<file path="src/rtl/cms_pkg.sv">
// Shared encodings for the content-type compression selector.
// Assumes 2-bit word types and 3-bit method identifiers.
package cms_pkg;
    typedef enum logic [1:0] {
        T_ZERO  = 2'b00,
        T_INT   = 2'b01,
        T_PTR   = 2'b10,
        T_FLOAT = 2'b11
    } wtype_e;

    localparam int METHOD_W = 3;
    localparam logic [METHOD_W-1:0] M_NONE     = 3'd0;
    localparam logic [METHOD_W-1:0] M_ZERO     = 3'd1;
    localparam logic [METHOD_W-1:0] M_DELTA    = 3'd2;
    localparam logic [METHOD_W-1:0] M_PTRDICT  = 3'd3;
    localparam logic [METHOD_W-1:0] M_BITFIELD = 3'd4;
    localparam logic [METHOD_W-1:0] M_ZLINE    = 3'd7;
endpackage

</file>
<file path="src/rtl/cms_word_classify.sv">
// Combinational type guess for one word.
// Checks run in priority order: zero, sign-extended small integer,
// pointer with matching upper bits, otherwise floating point.
// Assumes INT_LO < WORD_W and PTR_BITS <= WORD_W.
module cms_word_classify #(
    parameter int WORD_W   = 64,
    parameter int INT_LO   = 32,
    parameter int PTR_BITS = 16
) (
    input  logic [WORD_W-1:0]   word,
    input  logic [PTR_BITS-1:0] base,
    output logic [1:0]          kind
);
    import cms_pkg::*;

    localparam int EXT_W = WORD_W - INT_LO + 1;

    logic [EXT_W-1:0] ext_bits;
    logic             is_zero;
    logic             is_int;
    logic             is_ptr;

    // Pattern detectors for the word.
    always_comb begin
        ext_bits = word[WORD_W-1:INT_LO-1];
        is_zero  = ~|word;
        is_int   = (&ext_bits) | (~|ext_bits);
        is_ptr   = (word[WORD_W-1:WORD_W-PTR_BITS] == base);
    end

    // Priority encode the detectors into a type code.
    always_comb begin
        if (is_zero)     kind = T_ZERO;
        else if (is_int) kind = T_INT;
        else if (is_ptr) kind = T_PTR;
        else             kind = T_FLOAT;
    end
endmodule

</file>
<file path="src/rtl/cms_inspect.sv">
// Stage one: classifies every word of the incoming line and registers
// the packed type codes together with a valid flag.
// Assumes the line is NWORDS words of WORD_W bits, word 0 lowest.
module cms_inspect #(
    parameter int NWORDS   = 8,
    parameter int WORD_W   = 64,
    parameter int INT_LO   = 32,
    parameter int PTR_BITS = 16
) (
    input  logic                     clk,
    input  logic                     rst_n,
    input  logic                     in_valid,
    input  logic [NWORDS*WORD_W-1:0] in_line,
    input  logic [PTR_BITS-1:0]      ptr_base,
    output logic [2*NWORDS-1:0]      types_q,
    output logic                     valid_q
);
    logic [2*NWORDS-1:0] types_d;

    for (genvar gi = 0; gi < NWORDS; gi++) begin : g_word
        cms_word_classify #(
            .WORD_W  (WORD_W),
            .INT_LO  (INT_LO),
            .PTR_BITS(PTR_BITS)
        ) u_cls (
            .word(in_line[gi*WORD_W +: WORD_W]),
            .base(ptr_base),
            .kind(types_d[2*gi +: 2])
        );
    end

    // Capture type codes only for inserted lines; flag them for stage two.
    always_ff @(posedge clk) begin
        if (!rst_n) begin
            types_q <= '0;
            valid_q <= 1'b0;
        end else begin
            valid_q <= in_valid;
            if (in_valid) types_q <= types_d;
        end
    end
endmodule

</file>
<file path="src/rtl/cms_select.sv">
// Stage two: counts the type codes, picks the majority type with ties
// going to the lower code, maps it to a method, and registers results.
// A line made only of zero words selects the dedicated zero-line method.
module cms_select #(
    parameter int NWORDS = 8
) (
    input  logic                         clk,
    input  logic                         rst_n,
    input  logic                         s1_valid,
    input  logic [2*NWORDS-1:0]          s1_types,
    output logic [2*NWORDS-1:0]          out_types,
    output logic [cms_pkg::METHOD_W-1:0] out_method,
    output logic                         out_done
);
    import cms_pkg::*;

    localparam int CNT_W  = $clog2(NWORDS + 1);
    localparam int NTYPES = 4;

    logic [CNT_W-1:0]    cnt [NTYPES];
    logic [1:0]          best;
    logic [METHOD_W-1:0] method_d;

    // Histogram of type codes across the line.
    always_comb begin
        for (int k = 0; k < NTYPES; k++) cnt[k] = '0;
        for (int i = 0; i < NWORDS; i++)
            cnt[s1_types[2*i +: 2]] = cnt[s1_types[2*i +: 2]] + CNT_W'(1);
    end

    // Strictly-greater scan so that earlier (higher priority) types win ties.
    always_comb begin
        best = 2'd0;
        for (int k = 1; k < NTYPES; k++)
            if (cnt[k] > cnt[best]) best = 2'(k);
    end

    // Method mapping with the all-zero override.
    always_comb begin
        if (cnt[0] == CNT_W'(NWORDS)) method_d = M_ZLINE;
        else                          method_d = METHOD_W'(best) + M_ZERO;
    end

    // Output registers: refresh on a completed line, hold otherwise.
    always_ff @(posedge clk) begin
        if (!rst_n) begin
            out_types  <= '0;
            out_method <= M_NONE;
            out_done   <= 1'b0;
        end else begin
            out_done <= s1_valid;
            if (s1_valid) begin
                out_types  <= s1_types;
                out_method <= method_d;
            end
        end
    end
endmodule

</file>
<file path="src/rtl/cl_method_select.sv">
// Top of the content-type compression selector: a two-stage pipeline
// (inspect, then select) with one result per inserted line.
// Assumes ptr_base is valid in the same cycle as the line.
module cl_method_select #(
    parameter int NWORDS   = 8,
    parameter int WORD_W   = 64,
    parameter int INT_LO   = 32,
    parameter int PTR_BITS = 16
) (
    input  logic                     clk,
    input  logic                     rst_n,
    input  logic                     in_valid,
    input  logic [NWORDS*WORD_W-1:0] in_line,
    input  logic [PTR_BITS-1:0]      ptr_base,
    output logic [2*NWORDS-1:0]      out_types,
    output logic [2:0]               out_method,
    output logic                     out_done
);
    logic [2*NWORDS-1:0] s1_types;
    logic                s1_valid;

    cms_inspect #(
        .NWORDS  (NWORDS),
        .WORD_W  (WORD_W),
        .INT_LO  (INT_LO),
        .PTR_BITS(PTR_BITS)
    ) u_inspect (
        .clk     (clk),
        .rst_n   (rst_n),
        .in_valid(in_valid),
        .in_line (in_line),
        .ptr_base(ptr_base),
        .types_q (s1_types),
        .valid_q (s1_valid)
    );

    cms_select #(
        .NWORDS(NWORDS)
    ) u_select (
        .clk       (clk),
        .rst_n     (rst_n),
        .s1_valid  (s1_valid),
        .s1_types  (s1_types),
        .out_types (out_types),
        .out_method(out_method),
        .out_done  (out_done)
    );
endmodule

</file>
<file path="config.mk">
export PLATFORM = sky130hd
export DESIGN_NAME = cl_method_select
export DESIGN_NICKNAME = d
export VERILOG_FILES = /design/src/rtl/cms_pkg.sv /design/src/rtl/cms_word_classify.sv /design/src/rtl/cms_inspect.sv /design/src/rtl/cms_select.sv /design/src/rtl/cl_method_select.sv
export SDC_FILE = /design/constraint.sdc
export NUM_CORES = 1
export LEC_CHECK = 0
export ABC_AREA = 1
export BUFFER_PORTS_ARGS = -buffer_cell sky130_fd_sc_hd__buf_4
export CAP_MARGIN = 0
export CORE_AREA = 2 2 214 216
export CTS_BUF_LIST = sky130_fd_sc_hd__clkbuf_2 sky130_fd_sc_hd__clkbuf_4 sky130_fd_sc_hd__clkbuf_8
export DETAILED_ROUTE_END_ITERATION = 8
export DIE_AREA = 0 0 216 218
export SLEW_MARGIN = 30
export SYNTH_ARGS = -nofsm -noshare
export SYNTH_HDL_FRONTEND = slang
export SYNTH_HIERARCHICAL = 1
export SYNTH_SLANG_ARGS = --single-unit
export TNS_END_PERCENT = 20
</file>
<file path="constraint.sdc">
create_clock -name clk -period 11.5 [get_ports clk]
set_input_delay 2.3 -clock clk [delete_from_list [all_inputs] [get_ports clk]]
set_output_delay 2.3 -clock clk [all_outputs]
set_load 0.005 [all_outputs]
</file>
=== Word level (Yosys, flattened, before mapping) ===
Index checks and enable logic that the tools add are counted.
Widths: inputs -> output; s select.

* Register bits: 37

* Reduce and logical (&&, ||, !) cells: 40
* Add/subtract/negate cells: 9
* Muxes and demuxes: 81
* Bitwise gates (word level): 19
* Eq/ne operators: 9
* $lt $le $gt $ge: 21

{| class="wikitable"
|+ Operators by type and width
! operator !! count
|-
| $reduce_or 64->1 || 8
|-
| $reduce_and 33->1 || 8
|-
| $reduce_or 33->1 || 8
|-
| $eq 16x16->1 || 8
|-
| $bwmux 16 || 7
|-
| $mux 4 || 28
|-
| $bmux 4 s2 || 10
|-
| $demux 4 s2 || 8
|-
| $mux 2 || 18
|-
| $add 4x1->4 const B || 8
|-
| $ge 3x3->1 const B || 10
|-
| $not 2->3 || 9
|-
| $lt 3x1->1 const B || 8
|-
| $and 16x16->16 || 1
|-
| $gt 4x4->1 || 3
|-
| $mux 1 || 9
|-
| $logic_and 1x1->1 || 8
|-
| $logic_not 1->1 || 8
|-
| $or 1x1->1 || 8
|-
| $eq 4x4->1 const B || 1
|-
| $add 2x1->3 const B || 1
|-
| $mux 3 || 1
|-
| $not 1->3 || 1
|}

=== Longest topological paths before layout ===
Gate-level depths: netlist of run 1.

* Depth after elaboration: 57
* Depth in mapped cells: 65
* Depth with buffers taken out: 65

=== Modules after synthesis ===
The synthesis of run 1 kept the hierarchy.

{| class="wikitable"
|+ By module, submodules not included
! module !! area each (um^2) !! instances !! sequential area each (um^2) !! cells each
|-
| cms_word_classify || 571.8 || 8 || 0.0 || 130
|-
| cms_select || 3518.4 || 1 || 400.4 || 652
|-
| cms_inspect || 721.9 || 1 || 340.3 || 105
|}

=== Worst setup path before layout of run 1 ===
Ideal clock, no wire load.

* Kind: register to register
* Start point: register u_inspect.types_q[4]
* End point: register u_select/out_method[1] in the netlist's numbering
* Period minus slack after synthesis: 7.972 ns
* Data arrival time: 7.852 ns
* Cell stages (with the launch flop): 60
* Setup slack: 3.528 ns
* Cell sequence: dfxtp_1 -> inv_2 -> nor2_2 -> inv_1 -> xor2_1 -> or2_1 -> nand2_1 -> inv_1 -> nand2_2 -> inv_1 -> xor2_1 -> o21ai_0 -> o22ai_1 -> inv_1 -> o221ai_1 -> ha_1 -> o21ai_0 -> nand2_1 -> [... 24 more ...] -> o21ai_0 -> ha_1 -> inv_1 -> nor2_1 -> o21ai_0 -> a32oi_1 -> inv_1 -> or2_0 -> nand2_1 -> ha_1 -> nand2_1 -> o21bai_1 -> nand2_1 -> o21ai_0 -> nand2_1 -> ha_1 -> nor2_1 -> a21oi_1

* Longest elaborated chain between the ends: 47
* Elaborated cells between the ends (all ways): 53
* Classes of those cells: 7 x add/sub; 5 x order compare; 1 x eq/ne; 36 x mux; 3 x bitwise; 1 x reduce/logical

{| class="wikitable"
|+ RTL lines
! what !! RTL line !! RTL
|-
| start: declaration || cms_inspect.sv:15 || <nowiki>output logic [2*NWORDS-1:0] types_q,</nowiki>
|-
| start signal: assignment || cms_inspect.sv:39 || <nowiki>if (in_valid) types_q <= types_d;</nowiki>
|-
| $not 2->3 (not written as such) (*) || cms_select.sv:28 || <nowiki>cnt[s1_types[2*i +: 2]] = cnt[s1_types[2*i +: 2]] + CNT_W'(1);</nowiki>
|-
| $bmux 4 s2, or another cell as far along || cms_select.sv:28 ||
|-
| $mux 4 (not written as such) or $logic_and 1x1->1 (tied branches) || cms_select.sv:28 ||
|-
| $mux 4 (not written as such) || cms_select.sv:28 ||
|-
| $add 4x1->4 or $demux 4 s2 (tied branches) || cms_select.sv:28 ||
|-
| $bwmux 16 (*) || cms_select.sv:28 ||
|-
| $bmux 4 s2 || cms_select.sv:28 ||
|-
| $mux 4 (not written as such) (2 in a row) || cms_select.sv:28 ||
|-
| [... 29 more ...] || n/a ||
|-
| $mux 2 || cms_select.sv:35 || <nowiki>if (cnt[k] > cnt[best]) best = 2'(k);</nowiki>
|-
| $not 2->3 (not written as such) || cms_select.sv:35 ||
|-
| $bmux 4 s2 || cms_select.sv:35 ||
|-
| $mux 4 (not written as such) (2 in a row) || cms_select.sv:35 ||
|-
| $gt 4x4->1 || cms_select.sv:35 ||
|-
| $mux 2 || cms_select.sv:35 ||
|-
| $add 2x1->3 || cms_select.sv:41 || <nowiki>else method_d = METHOD_W'(best) + M_ZERO;</nowiki>
|-
| $mux 3 (*) || cms_select.sv:40 || <nowiki>if (cnt[0] == CNT_W'(NWORDS)) method_d = M_ZLINE;</nowiki>
|-
| end signal: assignment || cms_select.sv:54 || <nowiki>out_method <= method_d;</nowiki>
|-
| end: declaration || cms_select.sv:12 || <nowiki>output logic [cms_pkg::METHOD_W-1:0] out_method,</nowiki>
|}

Every way passes the cells marked *; elsewhere a longest branch is shown, timed or not. The select of a mux whose other input is x is not followed.
A chain may end at the register's enable or synchronous reset.

=== Worst setup path after layout of run 1 ===
* Start point: register u_inspect.types_q[2]
* End point: register u_select/out_method[1] in the netlist's numbering

* Longest elaborated chain between the ends: 52
* Elaborated cells between the ends (all ways): 58
* Classes of those cells: 8 x add/sub; 5 x order compare; 1 x eq/ne; 40 x mux; 3 x bitwise; 1 x reduce/logical

{| class="wikitable"
|+ RTL lines
! what !! RTL line
|-
| $not 2->3 (not written as such) (*) || cms_select.sv:28
|-
| $bmux 4 s2, or another cell as far along || cms_select.sv:28
|-
| $mux 4 (not written as such) or $logic_and 1x1->1 (tied branches) || cms_select.sv:28
|-
| $mux 4 (not written as such) || cms_select.sv:28
|-
| $add 4x1->4 or $demux 4 s2 (tied branches) || cms_select.sv:28
|-
| $bwmux 16 (*) || cms_select.sv:28
|-
| $bmux 4 s2 || cms_select.sv:28
|-
| $mux 4 (not written as such) (2 in a row) || cms_select.sv:28
|-
| [... 34 more ...] || n/a
|-
| $mux 2 || cms_select.sv:35
|-
| $not 2->3 (not written as such) || cms_select.sv:35
|-
| $bmux 4 s2 || cms_select.sv:35
|-
| $mux 4 (not written as such) (2 in a row) || cms_select.sv:35
|-
| $gt 4x4->1 || cms_select.sv:35
|-
| $mux 2 || cms_select.sv:35
|-
| $add 2x1->3 || cms_select.sv:41
|-
| $mux 3 (*) || cms_select.sv:40
|}

Marked as above.

==> results.sh, run 1 <==
export IMPL_portBuffers=550
export IMPL_die_x_um=216
export IMPL_crit_cells=60
export IMPL_ir_worst_vdd_v=0.0000574
export IMPL_hpwl_um=44300
export IMPL_synthMuxAreaShare=0
export IMPL_path_buf_inv=8
export IMPL_post_cts_repair_setup_buffers=0
export IMPL_synth_cell_types=46
export IMPL_wl_per_cell_um=17.1
export IMPL_crit_top_cell="nand2_1"
export IMPL_path_class="reg2reg"
export IMPL_worstMarginPinSlew_ps=698
export IMPL_max_slew_margin=0.531
export IMPL_setup_violations_final=0
export IMPL_cp_slowest_stage_delay_ps=430
export IMPL_switchingPower_w=0.000490
export IMPL_drive_gt1_frac=0.265
export IMPL_setup_tns_final_ps=0
export IMPL_pwr_share_comb=0.719
export IMPL_synth_top_family_by_area="simple AND/OR/NAND/NOR gates"
export IMPL_syn_nets=2347
export IMPL_layout_commonest_cell="nor2_1"
export IMPL_antenna_found_initial=12
export IMPL_synth_compound_area_frac=0.0761
export IMPL_rows=78
export IMPL_timing_final_max_slew_violations=0
export IMPL_drt_wl_total_um=50400
export IMPL_area_growth_syn_to_layout_pct=56.0
export IMPL_reg2reg_to="u_select/out_method[1]"
export IMPL_cap_violations=0
export IMPL_nets=2893
export IMPL_fin_crit_ps=9220
export IMPL_synth_cells=1797
export IMPL_start_util=0.196
export IMPL_grt_usage=0.205
export IMPL_p_leak_nw=7.20
export IMPL_hold_violations=0
export IMPL_numCtsBuffers=5
export IMPL_critPathSlowestCell="dfxtp_1"
export IMPL_cts_max_level=2
export IMPL_crit_fanout=9
export IMPL_gp_congestion=0.953
export IMPL_synthArstFlopShare=0
export IMPL_io_pins=551
export IMPL_cp_start_kind="flip-flop"
export IMPL_synthesis_area_um2=8810
export IMPL_status="finished clean"
export IMPL_die_h_um=218
export IMPL_cts_sinks=37
export IMPL_synth_seq_cells=37
export IMPL_cp_startpoint="u_inspect/types_q[2]"
export IMPL_clkTransAtPathRegs_ps=90
export IMPL_rsz0062_at_grt="false"
export IMPL_ys_seq_area_frac=0.0840
export IMPL_hold_buffers=0
export IMPL_overflow=0
export IMPL_synth_ff_type="dfxtp_1"
export IMPL_crit_required_ps=11680
export IMPL_vias_per_cell=4.36
export IMPL_cts_root_buf="clkbuf_8"
export IMPL_drc=0
export IMPL_holdCritPathClass="reg2reg"
export IMPL_cts_tree="yes"
export IMPL_worstPathArrival_ps=9400
export IMPL_synth_edf_count=0
export IMPL_grt_max_degree=38
export IMPL_power_frac_seq=0.144
export IMPL_critPathTopFamily="compound AO/OA/AOI/OAI gates"
export IMPL_multi_input_area_um2=7420
export IMPL_clock_latency_ps=320
export IMPL_fillers=5270
export IMPL_layout_common_cells="582 x nor2_1, 560 x nand2_1, 551 x buf_4, 137 x inv_1, 115 x nand3_1"
export IMPL_synth_xor_area_frac=0.109
export IMPL_ctsResizeCount=0
export IMPL_whs_ps=505
export IMPL_dieArea_um2=47100
export IMPL_clkPwrFrac=0.137
export IMPL_cts_buffer_depth=2
export IMPL_antenna_left=0
export IMPL_swShare=0.469
export IMPL_syn_area_per_cell_um2=4.91
export IMPL_coreArea_um2=44900
export IMPL_grt_pass1_vias=12300
export IMPL_drt_initial_drc_count=845
export IMPL_r2r_setup_slack_ps=2280
export IMPL_fmax_mhz=109
export IMPL_yosys_warnings=6
export IMPL_synthAdderAreaFrac=0.0270
export IMPL_endpoint="u_select/out_method[1]"
export IMPL_via_count=12800
export IMPL_timing_rr_start="u_inspect/types_q[2]"
export IMPL_endpoint_kind="flip-flop"
export IMPL_p_int_w=0.000554
export IMPL_drtPass1Iterations=5
export IMPL_grt_pass1_wl_um=73000
export IMPL_synth_simple_gate_area_frac=0.630
export IMPL_finalCritPeriodShare=0.801
export IMPL_seqCellArea_um2=741
export IMPL_reg2reg_depth=60
export IMPL_pwr_density_cell_nw_per_um2=75.9
export IMPL_fin_skew_ps=27.0
[power groups by stage]
stage          clock, W  combinational [W]  sequential, W
2_1_floorplan         0           0.000446       0.000150
5_1_grt        0.000150           0.000852       0.000151
3_5_place_dp          0           0.000745       0.000153
6_report       0.000143           0.000751       0.000150
3_3_place_gp          0           0.000739       0.000153
4_1_cts        0.000146           0.000748       0.000150
[worst min-delay path by stage]
stage,start,cells past startpoint,to
after floorplan,u_inspect/types_q[6],2,u_inspect/types_q[6]
after global placement,u_select/out_types[7],2,u_select/out_types[7]
after detailed placement,u_select/out_types[10],2,u_select/out_types[10]
after CTS,u_select/out_types[10],2,u_select/out_types[10]
after global routing,u_inspect/types_q[6],2,u_inspect/types_q[6]
final,u_select/out_types[10],2,u_select/out_types[10]
[sequential cells by signal, summed over array words and instances, names as in the netlist]
name,count
u_inspect/types_q,16
u_select/out_types,16
u_select/out_method,3
u_inspect/valid_q,1
u_select/out_done,1
[synth_stat cells (all sizes together), types with 5 or more instances]
cell type,count,area (µm²)
a21oi,29,145
nand3,118,606
and3,8,60.1
nand4,48,313
nor2,593,2270
o211ai,5,37.5
dfxtp,37,741
buf,7,68.8
ha,19,238
inv,144,541
or2,8,50.1
o21ai,62,329
nand2,575,2210
o22ai,7,50.1
clkbuf,5,28.8
xor2,110,963
[layer usage]
layer | up-vias | track usage | wire (µm)
met3 | 41 | 0.0324 | 3290
met5 | - | 0 | 65
met1 | 5624 | 0.271 | 22600
met2 | 439 | 0.358 | 23800
li1 | 6734 | - | -
met4 | 10 | 0.0285 | 638
[cell type report]
type,instances,share of cell area
multi-input combinational,1601,0.540
timing repair buffer,551,0.301
tap,600,0.0546
sequential,37,0.0539
inverter,147,0.0402
clock buffer,5,0.00500
clock inverter,3,0.00500
antenna,4,0.000728
[tightest hold or removal path, cell delays in order (launching register included)]
cell and delay, ps:
dfxtp_1 330, o21ai_0 70, nor2_1 70
[logic make-up after synthesis]
| kind of cell | count (synthesis) |
|---|---|
| AND/OR/NAND/NOR | 1357 |
| buffers and inverters | 159 |
| AO/OA/AOI/OAI | 115 |
| XOR/XNOR | 110 |
| flip-flops | 37 |
| adder cells (fa/ha/maj) | 19 |
[per-stage QoR]
stage | instance area, µm² | total power [W] | std cells | util | worst slack (ps)
final | 13800 | 0.00104 | 2948 | 0.306 | 2280
after global routing | 13700 | 0.00115 | 2945 | 0.306 | 1160
after CTS | 13700 | 0.00104 | 2944 | 0.306 | 2420
after detailed placement | 13600 | 0.000897 | 2936 | 0.303 | 2500
after global placement | 13600 | 0.000892 | 2936 | 0.303 | 2700
after floorplan | 8810 | 0.000597 | 1797 | - | 3530
Note: power is estimated with default switching activity, not from simulation.
==> inputs of run 2 (changes only) <==
Clock period 11.5 ns to 8.7 ns, I/O delays scaled along.
==> results.sh, run 2 (synthesized netlist as in run 1, its figures left out) <==
export IMPL_finalCritPeriodShare=0.938
export IMPL_clkPwrFrac=0.121
export IMPL_pwr_density_cell_nw_per_um2=108
export IMPL_layout_common_cells="588 x buf_4, 574 x nor2_1, 530 x nand2_1, 123 x inv_1, 107 x xor2_1"
export IMPL_portBuffers=550
export IMPL_drc=0
export IMPL_start_util=0.196
export IMPL_setup_violations_final=0
export IMPL_critPathSlowestCell="dfxtp_4"
export IMPL_swShare=0.467
export IMPL_cts_root_buf="clkbuf_8"
export IMPL_crit_fanout=8
export IMPL_cp_slowest_stage_delay_ps=410
export IMPL_fillers=5168
export IMPL_switchingPower_w=0.000739
export IMPL_grt_pass1_wl_um=72500
export IMPL_drt_initial_drc_count=775
export IMPL_p_int_w=0.000842
export IMPL_placed_cell_area_um2=13800
export IMPL_grt_pass1_vias=12300
export IMPL_dr_wl_met2_um=24500
export IMPL_wl_met1_um=23300
export IMPL_fin_area_um2=14600
export IMPL_antenna_found_initial=11
export IMPL_cap_violations=0
export IMPL_cts_max_level=2
export IMPL_cts_buffer_depth=2
export IMPL_wl_per_cell_um=17.1
export IMPL_die_x_um=216
export IMPL_drive_gt1_frac=0.326
export IMPL_layout_setup_ws_ps=543
export IMPL_endpoint_kind="flip-flop"
export IMPL_status="finished clean"
export IMPL_fin_crit_ps=8160
export IMPL_path_class="reg2reg"
export IMPL_timing_final_max_slew_violations=0
export IMPL_hold_violations=0
export IMPL_vias_per_cell=4.35
export IMPL_max_slew_margin=0.356
export IMPL_path_buf_inv=9
export IMPL_coreArea_um2=44900
export IMPL_gp_congestion=0.946
export IMPL_whs_ps=509
export IMPL_area_growth_syn_to_layout_pct=65.8
export IMPL_fmax_mhz=123
export IMPL_crit_top_cell="nand2_2"
export IMPL_cts_tree="yes"
export IMPL_io_pins=551
export IMPL_worstMarginPinSlew_ps=958
export IMPL_critPathTopFamily="simple AND/OR/NAND/NOR gates"
export IMPL_hpwl_um=44300
export IMPL_worstPathArrival_ps=8350
export IMPL_holdCritPathClass="reg2reg"
export IMPL_layout_commonest_cell="buf_4"
export IMPL_via_count=13000
export IMPL_wl_met3_um=2640
export IMPL_dr_max_layer_used="met5"
export IMPL_fin_skew_ps=32.1
export IMPL_dp_slack_ps=15.6
export IMPL_pwr_share_comb=0.753
export IMPL_dieArea_um2=47100
export IMPL_reg_top3="u_inspect/types_q (16), u_select/out_types (16), u_select/out_method (3)"
export IMPL_overflow=0
export IMPL_drt_wl_total_um=51000
export IMPL_crit_required_ps=8890
export IMPL_clock_latency_ps=320
export IMPL_numCtsBuffers=5
export IMPL_p_leak_nw=7.46
export IMPL_grt_max_degree=38
export IMPL_die_h_um=218
export IMPL_antenna_left=0
export IMPL_grt_usage=0.204
export IMPL_ir_worst_vdd_v=0.000116
export IMPL_hold_buffers=0
export IMPL_cts_sinks=37
export IMPL_nets=2930
export IMPL_cp_start_kind="flip-flop"
export IMPL_power_frac_seq=0.126
export IMPL_power_w=0.00158
export IMPL_clkTransAtPathRegs_ps=80
export IMPL_drtPass1Iterations=5
export IMPL_rows=78
-- run 2: worst min-delay path, cell delays in order, from the launching register on --
cell	delay [ps]
dfxtp_1	330
o21ai_0	70
nor2_1	80
-- run 2: what timing repair did --
item,in CTS,in global routing
pin swaps,1,53
setup endpoints to repair,1,3
resized for setup,4,169
buffers inserted,0,17
-- run 2: path summary, 6_finish.rpt --
kind / startpoint / slack [ps] / cells after the start / to
setup / recovery: u_inspect/types_q[0] / 540 / 64 / u_select/out_method[1]
hold / removal: u_select/out_types[14] / 510 / 2 / u_select/out_types[14]
setup reg to reg: u_inspect/types_q[0] / 540 / 64 / u_select/out_method[1]
hold reg to reg: u_select/out_types[14] / 510 / 2 / u_select/out_types[14]
-- run 2: area by class of cell --
| type | instances | area [µm²] | area share |
|---|---|---|---|
| Antenna cell | 3 | 7.51 | 0.000514 |
| Clock buffer | 5 | 68.8 | 0.00471 |
| Clock inverter | 3 | 68.8 | 0.00471 |
| Inverter | 147 | 571 | 0.0390 |
| Multi-Input combinational cell | 1601 | 7970 | 0.545 |
| Sequential cell | 37 | 763 | 0.0522 |
| Tap cell | 600 | 751 | 0.0514 |
| Timing Repair Buffer | 588 | 4410 | 0.302 |
-- run 2: metal layers --
layer | vias up | global-route usage
met5 | - | 0
met1 | 5718 | 0.274
li1 | 6815 | -
met4 | 6 | 0.0242
met3 | 33 | 0.0225
met2 | 423 | 0.360
-- run 2: metrics by stage --
stage | utilization | setup TNS (ps) | std cells
global placement | 0.306 | 0 | 2956
detailed placement | 0.306 | 0 | 2956
CTS | 0.310 | 0 | 2964
finish | 0.326 | 0 | 2984
floorplan | - | 0 | 1797
global route | 0.325 | -287 | 2983
-- run 2: power groups by stage --
stage,registers [W],logic (W),clock network [W]
after floorplan,0.000199,0.000590,0
after global placement,0.000202,0.00101,0
after detailed placement,0.000202,0.00102,0
after CTS,0.000198,0.00102,0.000194
after global routing,0.000202,0.00133,0.000202
final,0.000200,0.00119,0.000191
